==> config.mk <==
export PLATFORM = sky130hd
export DESIGN_NAME = dbg_cause_arb
export DESIGN_NICKNAME = d
export VERILOG_FILES = /design/src/rtl/dbg_cause_pkg.sv /design/src/rtl/dbg_cause_ctrl.sv /design/src/rtl/dbg_cause_dp.sv /design/src/rtl/dbg_cause_arb.sv
export SDC_FILE = /design/constraint.sdc
export NUM_CORES = 1
export LEC_CHECK = 0
export ABC_AREA = 1
export BUFFER_PORTS_ARGS = -buffer_cell sky130_fd_sc_hd__buf_2
export CAP_MARGIN = 20
export CELL_PAD_IN_SITES_DETAIL_PLACEMENT = 0
export CELL_PAD_IN_SITES_GLOBAL_PLACEMENT = 1
export CORE_ASPECT_RATIO = 1.1
export CORE_MARGIN = 4
export CORE_UTILIZATION = 30
export DETAILED_ROUTE_END_ITERATION = 7
export HOLD_SLACK_MARGIN = 0.12
export PLACE_DENSITY = 0.86
export SLEW_MARGIN = 30
export SYNTH_ARGS = -nofsm -noshare
export SYNTH_HDL_FRONTEND = slang
export SYNTH_HIERARCHICAL = 1
export SYNTH_SLANG_ARGS = --single-unit
==> constraint.sdc <==
create_clock -name clk -period 1.4 [get_ports clk]
set_input_delay 0.14 -clock clk [delete_from_list [all_inputs] [get_ports clk]]
set_output_delay 0.14 -clock clk [all_outputs]
set_load 0.1 [all_outputs]
==> src/rtl/dbg_cause_pkg.sv <==
package dbg_cause_pkg;
  localparam int DEBUG_LEVEL = 6;
  localparam logic [4:0] MODE_BIT = 5'h10;
  localparam int BIT_ICOUNT = 0;
  localparam int BIT_IBREAK = 1;
  localparam int BIT_DBREAK = 2;
  localparam int BIT_SWWIDE = 3;
  localparam int BIT_SWNARROW = 4;
  localparam int DBIDX_LSB = 8;

  typedef struct packed {
    logic take;
    logic selICount;
    logic selIBreak;
    logic selDBreak;
    logic selSwWide;
    logic selSwNarrow;
  } dbgStrobe_t;
endpackage

==> src/rtl/dbg_cause_ctrl.sv <==
module dbg_cause_ctrl
  import dbg_cause_pkg::*;
#(
  parameter int LEVEL_W = 4
) (
  input  logic               evtValid,
  input  logic [LEVEL_W-1:0] curLevel,
  input  logic               iCountHit,
  input  logic               iBreakHit,
  input  logic               dBreakAny,
  input  logic               swBreakWide,
  input  logic               swBreakNarrow,
  output dbgStrobe_t         strobes
);
  localparam logic [LEVEL_W-1:0] DBG_LVL = LEVEL_W'(DEBUG_LEVEL);

  logic levelOpen;
  logic anyEvt;

  assign levelOpen = (curLevel < DBG_LVL);
  assign anyEvt = iCountHit | iBreakHit | dBreakAny | swBreakWide | swBreakNarrow;

  always_comb begin
    strobes = '0;
    strobes.take = evtValid & levelOpen & anyEvt;
    if (strobes.take) begin
      if (iCountHit)         strobes.selICount = 1'b1;
      else if (iBreakHit)    strobes.selIBreak = 1'b1;
      else if (dBreakAny)    strobes.selDBreak = 1'b1;
      else if (swBreakWide)  strobes.selSwWide = 1'b1;
      else                   strobes.selSwNarrow = 1'b1;
    end
  end
endmodule

==> src/rtl/dbg_cause_dp.sv <==
module dbg_cause_dp
  import dbg_cause_pkg::*;
#(
  parameter int ADDR_W = 32,
  parameter int NUM_DBREAK = 2,
  localparam int IDX_W = (NUM_DBREAK > 1) ? $clog2(NUM_DBREAK) : 1,
  localparam int CAUSE_W = DBIDX_LSB + IDX_W
) (
  input  logic                  clk,
  input  logic                  rstN,
  input  dbgStrobe_t            strobes,
  input  logic [ADDR_W-1:0]     evtPc,
  input  logic [NUM_DBREAK-1:0] dBreakHit,
  output logic [CAUSE_W-1:0]    causeOut,
  output logic [ADDR_W-1:0]     epcOut,
  output logic [4:0]            psLowOut,
  output logic                  vecRedirect
);
  logic [IDX_W-1:0]   dbIdx;
  logic [CAUSE_W-1:0] nextCause;

  always_comb begin
    dbIdx = '0;
    for (int i = NUM_DBREAK - 1; i >= 0; i--) begin
      if (dBreakHit[i]) dbIdx = IDX_W'(i);
    end
  end

  always_comb begin
    nextCause = '0;
    nextCause[BIT_ICOUNT]   = strobes.selICount;
    nextCause[BIT_IBREAK]   = strobes.selIBreak;
    nextCause[BIT_DBREAK]   = strobes.selDBreak;
    nextCause[BIT_SWWIDE]   = strobes.selSwWide;
    nextCause[BIT_SWNARROW] = strobes.selSwNarrow;
    if (strobes.selDBreak) nextCause[DBIDX_LSB +: IDX_W] = dbIdx;
  end

  always_ff @(posedge clk) begin
    if (!rstN) begin
      causeOut    <= '0;
      epcOut      <= '0;
      psLowOut    <= '0;
      vecRedirect <= 1'b0;
    end else begin
      vecRedirect <= strobes.take;
      if (strobes.take) begin
        causeOut <= nextCause;
        epcOut   <= evtPc;
        psLowOut <= MODE_BIT | 5'(DEBUG_LEVEL);
      end
    end
  end
endmodule

==> src/rtl/dbg_cause_arb.sv <==
module dbg_cause_arb
  import dbg_cause_pkg::*;
#(
  parameter int ADDR_W = 32,
  parameter int LEVEL_W = 4,
  parameter int NUM_DBREAK = 2,
  localparam int IDX_W = (NUM_DBREAK > 1) ? $clog2(NUM_DBREAK) : 1
) (
  input  logic                  clk,
  input  logic                  rstN,
  input  logic                  evtValid,
  input  logic [ADDR_W-1:0]     evtPc,
  input  logic [LEVEL_W-1:0]    curLevel,
  input  logic                  iCountHit,
  input  logic                  iBreakHit,
  input  logic [NUM_DBREAK-1:0] dBreakHit,
  input  logic                  swBreakWide,
  input  logic                  swBreakNarrow,
  output logic [8+IDX_W-1:0]    causeOut,
  output logic [ADDR_W-1:0]     epcOut,
  output logic [4:0]            psLowOut,
  output logic                  vecRedirect
);
  dbgStrobe_t strobes;

  dbg_cause_ctrl #(.LEVEL_W(LEVEL_W)) u_ctrl (
    .evtValid(evtValid), .curLevel(curLevel), .iCountHit(iCountHit),
    .iBreakHit(iBreakHit), .dBreakAny(|dBreakHit), .swBreakWide(swBreakWide),
    .swBreakNarrow(swBreakNarrow), .strobes(strobes)
  );

  dbg_cause_dp #(.ADDR_W(ADDR_W), .NUM_DBREAK(NUM_DBREAK)) u_dp (
    .clk(clk), .rstN(rstN), .strobes(strobes), .evtPc(evtPc),
    .dBreakHit(dBreakHit), .causeOut(causeOut), .epcOut(epcOut),
    .psLowOut(psLowOut), .vecRedirect(vecRedirect)
  );
endmodule

==> run summary, run 1 <==
Leak: 1.29 nW
CTS resizes: 0
CTS Buffer Depth: 2
GRT Residual Overflow: 0
Yosys top cell area share: 48.2%
Top Usage Layer GRT: met2
FF-to-FF path depth: 2
R2R Path End: u_dp/epcOut[30]$_SDFFE_PN0P_
number of synthesis warnings: 6
f_max: 837 MHz
clk_lat worst skew: 0.28 ns
final RePlAce weighted congestion: 0.714
share of post-route cells with drive strength above 1: 40.4%
CTS Buf Count: 5
Post-CTS Setup Inserts: 0
commonest non-fill, non-tap cells in the layout: buf_2, nor2_1, dfxtp_1
Post-DRT Antenna Nets: 0
CP endpoint kind: output pin
critical path peak fanout: 2
hold buffers post-CTS: 32
vias in the first global route: 1,655
Yosys cell types: 21
Syn Inst Count: 207
Layout area overhead: 52.1%
Reg clk slew, reported paths: 0.07 ns
Synth Cell Area: 0.00166 sq mm
Clk network pwr share: 23.8%
Die Y: 86.1 microns
minimum clock period: 1.19 ns
Hold Startpoint: dBreakHit[0]
run status: completed
FF-to-FF Start: u_dp/epcOut[30]$_SDFFE_PN0P_
drt pass-1 iters: 4
Die ar.: 0.00679 sq mm
CP delay by family, top: buffers and inverters
FF+latch count, synth: 40
initial core utilization: 31.0%
largest net degree at the start of global routing: 40
FILL cells: 540
area leader, netlist: dfxtp_1
WP buf/inv: 1
antenna fix cells: 0
Worst setup SP type: flop
nets: 367
FF/Latch Area: 802 sq um
TNS Setup: 0 ns
area of the multi-input gates: 678 sq um
Syn Area/Cell: 8.03 sq um
required time of the critical path: 1.26 ns
initial antenna violation count: 0
IO Count: 92
Crit Path Class: flop to output pin
R2R Setup Slk: 0.77 ns
CTS tree: yes
HP Class: primary input to flop
Row Count: 28
Critical-path top delay cell: buf_2
peak supply drop: 0.510 mV
Cell Pwr Density: 1160 mW/mm^2
Avg WL per Cell: 10.8 microns
IO buf count: 85
met3 global-route usage: 3.99%
Max Clock Skew: 0 ns
grt met1 use: 13.9%
Vias/cell: 4.18
CTS Root Cell: clkbuf_8
Hold Vio Cnt, Final: 0
worst hold stages: 4
first-pass GRT wire length: 7.28 mm
largest stage delay on the critical path: 0.43 ns
unrepaired setup endpoints after global routing: false
Die W: 79.0 microns
Critical Path AT: 1.05 ns
hpwl dp: 2.79 mm
drt first-iter violations: 41
Sw Ratio: 39.8%
max-cap violation count: 0
vias: 1,658
sequential cell area fraction in the yosys report: 48.2%
GRT Total Usage: 13.2%
post-route clock period utilization: 85.4%
sw power: 0.00117 W
met2 Use GR: 25.0%
internal power: 0.00177 W
Final Max Slew Viols: 0
largest cells by area after synthesis: dfxtp_1, nor2_1, nor2_2
hold endpoint: u_dp/causeOut[8]$_SDFFE_PN0P_
combinational share of power: 33.9%
sequential power share: 42.3%
Clock Sinks: 40
final wirelength: 4.29 mm
residual DRC count: 0
Critical Path, Cell by Cell: buf_2
most common cell after layout, fill and taps aside: buf_2
H-tree depth: 2
total core area: 0.00536 sq mm
Post-Route Utilization: 47.2%
final setup fails: 0
-- state kept, by name, indices dropped and copies added, names as in the netlist --
register          cells
u_dp/vecRedirect      1
u_dp/causeOut         6
u_dp/psLowOut         1
u_dp/epcOut          32
-- layout make-up --
cell class	instances	area share (%)
well taps	75	3.71
flip-flops and latches	40	31.7
inverters	12	1.88
clock buffers	6	2.87
clock inverters	1	0.198
multi-input cells	140	26.8
repair buffers	123	32.8
-- power by group through the flow --
stage / combinational (W) / clock (W) / sequential, W
after floorplan: 0.000265 / 0 / 0.00177
after global placement: 0.000923 / 0 / 0.00126
after detailed placement: 0.000927 / 0 / 0.00127
after CTS: 0.000996 / 0.000742 / 0.00124
after global routing: 0.00105 / 0.000794 / 0.00125
final: 0.000994 / 0.000699 / 0.00124
-- metrics by stage --
stage | area (sq um) | instances | total power (W) | hold WS [ns] | setup slack, ns
5_1_grt | 2530 | 397 | 0.00309 | 0.137 | 0.151
4_1_cts | 2530 | 397 | 0.00298 | 0.121 | 0.180
3_5_place_dp | 2130 | 358 | 0.00219 | 0.367 | 0.0468
6_report | 2530 | 397 | 0.00293 | 0.135 | 0.205
3_3_place_gp | 2130 | 358 | 0.00219 | 0.364 | 0.0722
2_1_floorplan | 1680 | 211 | 0.00203 | 0.268 | 0.152
-- cells by family (layout without fill, tap and decap cells) --
kind of cell           after synthesis  count (layout)  synth area share, %
AND/OR/NAND/NOR                     97              97                 28.2
flip-flops                          40              40                 48.2
AO/OA/AOI/OAI                       38              38                 11.4
buffers and inverters               31             142                 11.9
other                                1               5                0.226
-- how the worst max path moves through the flow --
stage                                        startpoint                       endpoint  slack, ns  cells past startpoint
after floorplan           u_dp/causeOut[8]$_SDFFE_PN0P_  u_dp/causeOut[8]$_SDFFE_PN0P_       0.15                      2
after global placement                     dBreakHit[0]   u_dp/epcOut[15]$_SDFFE_PN0P_       0.07                     10
after detailed placement                   dBreakHit[0]   u_dp/epcOut[15]$_SDFFE_PN0P_       0.05                     10
after CTS                  u_dp/epcOut[31]$_SDFFE_PN0P_                     epcOut[31]       0.18                      1
after global routing       u_dp/epcOut[11]$_SDFFE_PN0P_                     epcOut[11]       0.15                      1
final                       u_dp/epcOut[7]$_SDFFE_PN0P_                      epcOut[7]       0.21                      1
-- per-layer routing --
layer	share of wire (%)	vias up
met5	0	-
met4	1.5	0
met3	6.4	7
met2	53	49
met1	39	743
li1	-	859
-- cell usage after synthesis (all sizes together) --
master	number
nor2	81
a21oi	2
clkbuf	6
dfxtp	40
buf	13
o21ai	36
nand2	14
conb	1
nand3b	1
inv	12
nand3	1
Power figures use the tool's default switching activity.
==> run 2, diff against run 1 <==
--- a/config.mk
+++ b/config.mk
@@ -5,19 +5,18 @@
 export SDC_FILE = /design/constraint.sdc
 export NUM_CORES = 1
 export LEC_CHECK = 0
-export ABC_AREA = 1
 export BUFFER_PORTS_ARGS = -buffer_cell sky130_fd_sc_hd__buf_2
 export CAP_MARGIN = 20
 export CELL_PAD_IN_SITES_DETAIL_PLACEMENT = 0
 export CELL_PAD_IN_SITES_GLOBAL_PLACEMENT = 1
 export CORE_ASPECT_RATIO = 1.1
 export CORE_MARGIN = 4
-export CORE_UTILIZATION = 30
+export CORE_UTILIZATION = 31
 export DETAILED_ROUTE_END_ITERATION = 7
 export HOLD_SLACK_MARGIN = 0.12
 export PLACE_DENSITY = 0.86
+export SETUP_SLACK_MARGIN = 0.15
 export SLEW_MARGIN = 30
 export SYNTH_ARGS = -nofsm -noshare
 export SYNTH_HDL_FRONTEND = slang
-export SYNTH_HIERARCHICAL = 1
 export SYNTH_SLANG_ARGS = --single-unit
==> run summary, run 2 <==
run status: completed (unchanged)
Post-Route Utilization: 48.1% (was 47.2%)
post-synthesis mux area share: 19.9% (was 0%)
Biggest register: u_dp.epcOut (was u_dp/epcOut)
Slew @ Worst Pin: 0.493 ns
Critical-path top delay cell: buf_2 (unchanged)
post-route clock period utilization: 85.2% (was 85.4%)
placed cells: 337 (was 358)
Yosys cell types: 29 (was 21)
HP Class: primary input to flop (unchanged)
adder-cell share of the synthesized area: 0% (unchanged)
met3 global-route usage: 5.25% (was 3.99%)
drt first-iter violations: 37 (was 41)
Worst setup SP type: flop (unchanged)
Row Count: 28 (unchanged)
CP endpoint kind: output pin (unchanged)
Post-CTS Setup Inserts: 0 (unchanged)
placed cell areas: 0.00217 sq mm (was 0.00213 sq mm)
EDFF count, synth: 0 (unchanged)
Largest register FFs: 32 (unchanged)
fin area: 0.00258 sq mm (was 0.00253 sq mm)
residual DRC count: 0 (unchanged)
CTS tree: yes (unchanged)
Yosys top cell area share: 46.9% (was 48.2%)
CTS Buffer Depth: 2 (unchanged)
Vias/cell: 4.31 (was 4.18)
Synth async-reset ratio: 0% (unchanged)
Layout area overhead: 51.2% (was 52.1%)
max-cap violation count: 0 (unchanged)
Synth Cell Area: 0.00171 sq mm (was 0.00166 sq mm)
GRT Residual Overflow: 0 (unchanged)
Die ar.: 0.00676 sq mm (was 0.00679 sq mm)
biggest regs: u_dp.epcOut: 32 flops, u_dp.causeOut: 6 flops (was u_dp/epcOut: 32 flops, u_dp/causeOut: 6 flops)
Critical Path, Cell by Cell: buf_2 (unchanged)
minimum clock period: 1.19 ns (about the same)
Die W: 78.7 microns (was 79.0 microns)
largest cells by area after synthesis: dfxtp_1, mux2i_1, nand2_1 (was dfxtp_1, nor2_1, nor2_2)
non-filler cells, final: 376 (was 397)
commonest cells in the netlist: nand2_1, dfxtp_1, mux2i_1 (was nor2_1, dfxtp_1, o21ai_0)
nets: 345 (was 367)
sequential cell area fraction in the yosys report: 46.9% (was 48.2%)
CP delay by family, top: buffers and inverters (unchanged)
R2R Setup Slk: 0.71 ns (was 0.77 ns)
largest net degree at the start of global routing: 76 (was 40)
Cell Pwr Density: 1090 mW/mm^2 (was 1160 mW/mm^2)
Clock Sinks: 40 (unchanged)
CTS Buf Count: 5 (unchanged)
FF+latch count, synth: 40 (unchanged)
required time of the critical path: 1.26 ns (about the same)
Leak: 1.20 nW (was 1.29 nW)
Avg WL per Cell: 11.6 microns (was 10.8 microns)
Slew headroom: 66.8%
Reg clk slew, reported paths: 0.07 ns (about the same)
Post-Synth Simple-Gate Area: 20.4% (was 28.2%)
Top Usage Layer GRT: met2 (unchanged)
hpwl dp: 2.78 mm (was 2.79 mm)
first-pass GRT wire length: 7.31 mm (was 7.28 mm)
Die Y: 85.8 microns (was 86.1 microns)
share of post-route cells with drive strength above 1: 33.2% (was 40.4%)
met2 Use GR: 24.0% (was 25.0%)
area leader, netlist: dfxtp_1 (unchanged)
Syn Inst Count: 189 (was 207)
Max Clock Skew: 0 ns (unchanged)
H-tree depth: 2 (unchanged)
Critical Path AT: 1.05 ns (about the same)
Final Max Slew Viols: 0 (unchanged)
number of synthesis warnings: 0 (was 6)
clk_lat worst skew: 0.28 ns (about the same)
drt pass-1 iters: 4 (unchanged)
initial core utilization: 31.8% (was 31.0%)
Hold Vio Cnt, Final: 0 (unchanged)
WP buf/inv: 1 (unchanged)
total core area: 0.00536 sq mm (unchanged)
top-count cell post-synth: nand2_1 (was nor2_1)
final RePlAce weighted congestion: 0.671 (was 0.714)
CTS Root Cell: clkbuf_8 (unchanged)
vias: 1,619 (was 1,658)
IO Count: 92 (unchanged)
antenna fix cells: 0 (unchanged)
commonest non-fill, non-tap cells in the layout: buf_2, nand2_1, dfxtp_1 (was buf_2, nor2_1, dfxtp_1)
peak supply drop: 0.484 mV (was 0.510 mV)
largest stage delay on the critical path: 0.43 ns (about the same)
largest family of logic cells by synthesized area: simple AND/OR/NAND/NOR gates (unchanged)
final wirelength: 4.34 mm (was 4.29 mm)
critical path peak fanout: 2 (unchanged)
final setup fails: 0 (unchanged)
top_reg_cell synth: dfxtp_1 (unchanged)
Crit Path Class: flop to output pin (unchanged)
vias in the first global route: 1,595 (was 1,655)
f_max: 839 MHz (was 837 MHz)
complex-gate fraction of the synthesized area: 4.11% (was 11.4%)
Syn Area/Cell: 9.03 sq um (was 8.03 sq um)
grt met1 use: 15.2% (was 13.9%)
xor/xnor share of the synthesized area: 0% (unchanged)
most common cell after layout, fill and taps aside: buf_2 (unchanged)
TNS Setup: 0 ns (unchanged)
IO buf count: 85 (unchanged)
unrepaired setup endpoints after global routing: false (unchanged)
Post-DRT Antenna Nets: 0 (unchanged)
initial antenna violation count: 0 (unchanged)
GRT Total Usage: 13.6% (was 13.2%)
==> run 2: report_power, final <==
part,internal [W],switching (W),leakage (nW)
Clock,0.000402,0.000378,0.0455
Combinational,0.000209,0.000607,0.824
Sequential,0.00119,0.0000228,0.328
Total,0.00180,0.00101,1.20
==> run 2: worst paths after layout <==
| kind | from | to | cells past startpoint |
|---|---|---|---|
| max | u_dp.epcOut[12]$_SDFFE_PN0P_ | epcOut[12] | 1 |
| min | evtPc[0] | u_dp.epcOut[0]$_SDFFE_PN0P_ | 3 |
| max reg2reg | u_dp.causeOut[4]$_SDFFE_PN0P_ | u_dp.causeOut[4]$_SDFFE_PN0P_ | 2 |
| min reg2reg | u_dp.causeOut[0]$_SDFFE_PN0P_ | u_dp.causeOut[0]$_SDFFE_PN0P_ | 2 |
==> run 2: worst register-to-register path, cell delays in order (launching register included) <==
cell      delay [ns]
dfxtp_2         0.33
a31oi_1         0.04
a311oi_1        0.24
==> run 2: through the flow <==
step | power (W) | hold WS (ns) | worst slack, ns
6_report | 0.00281 | 0.131 | 0.208
4_1_cts | 0.00286 | 0.124 | 0.179
3_5_place_dp | 0.00199 | 0.394 | 0.0430
2_1_floorplan | 0.00186 | 0.282 | 0.178
3_3_place_gp | 0.00198 | 0.386 | 0.0846
5_1_grt | 0.00296 | 0.146 | 0.151
==> run 2: cell type report <==
| cell class | instances | area (sq um) |
|---|---|---|
| Tap cell | 75 | 93.8 |
| Fill cell | 525 | 2780 |
| Clock buffer | 8 | 90.1 |
| Sequential cell | 40 | 806 |
| Inverter | 2 | 7.51 |
| Multi-Input combinational cell | 132 | 790 |
| Timing Repair Buffer | 119 | 793 |
==> run 2: layer usage <==
layer	wire [microns]	up-vias
met5	0	-
met4	31	0
met3	362	4
met2	2230	60
met1	1720	724
li1	-	831
==> run 2: cells by family after synthesis <==
family / after synthesis
other cells: 1
buf+inv: 21
simple gates: 83
flops: 40
compound gates: 10
mux: 34
==> run 2: timing repair <==
action	CTS	global route
hold endpoints to repair	31	0
hold buffers	31	0
resized for setup	0	4
endpoints found under the setup margin	0	4
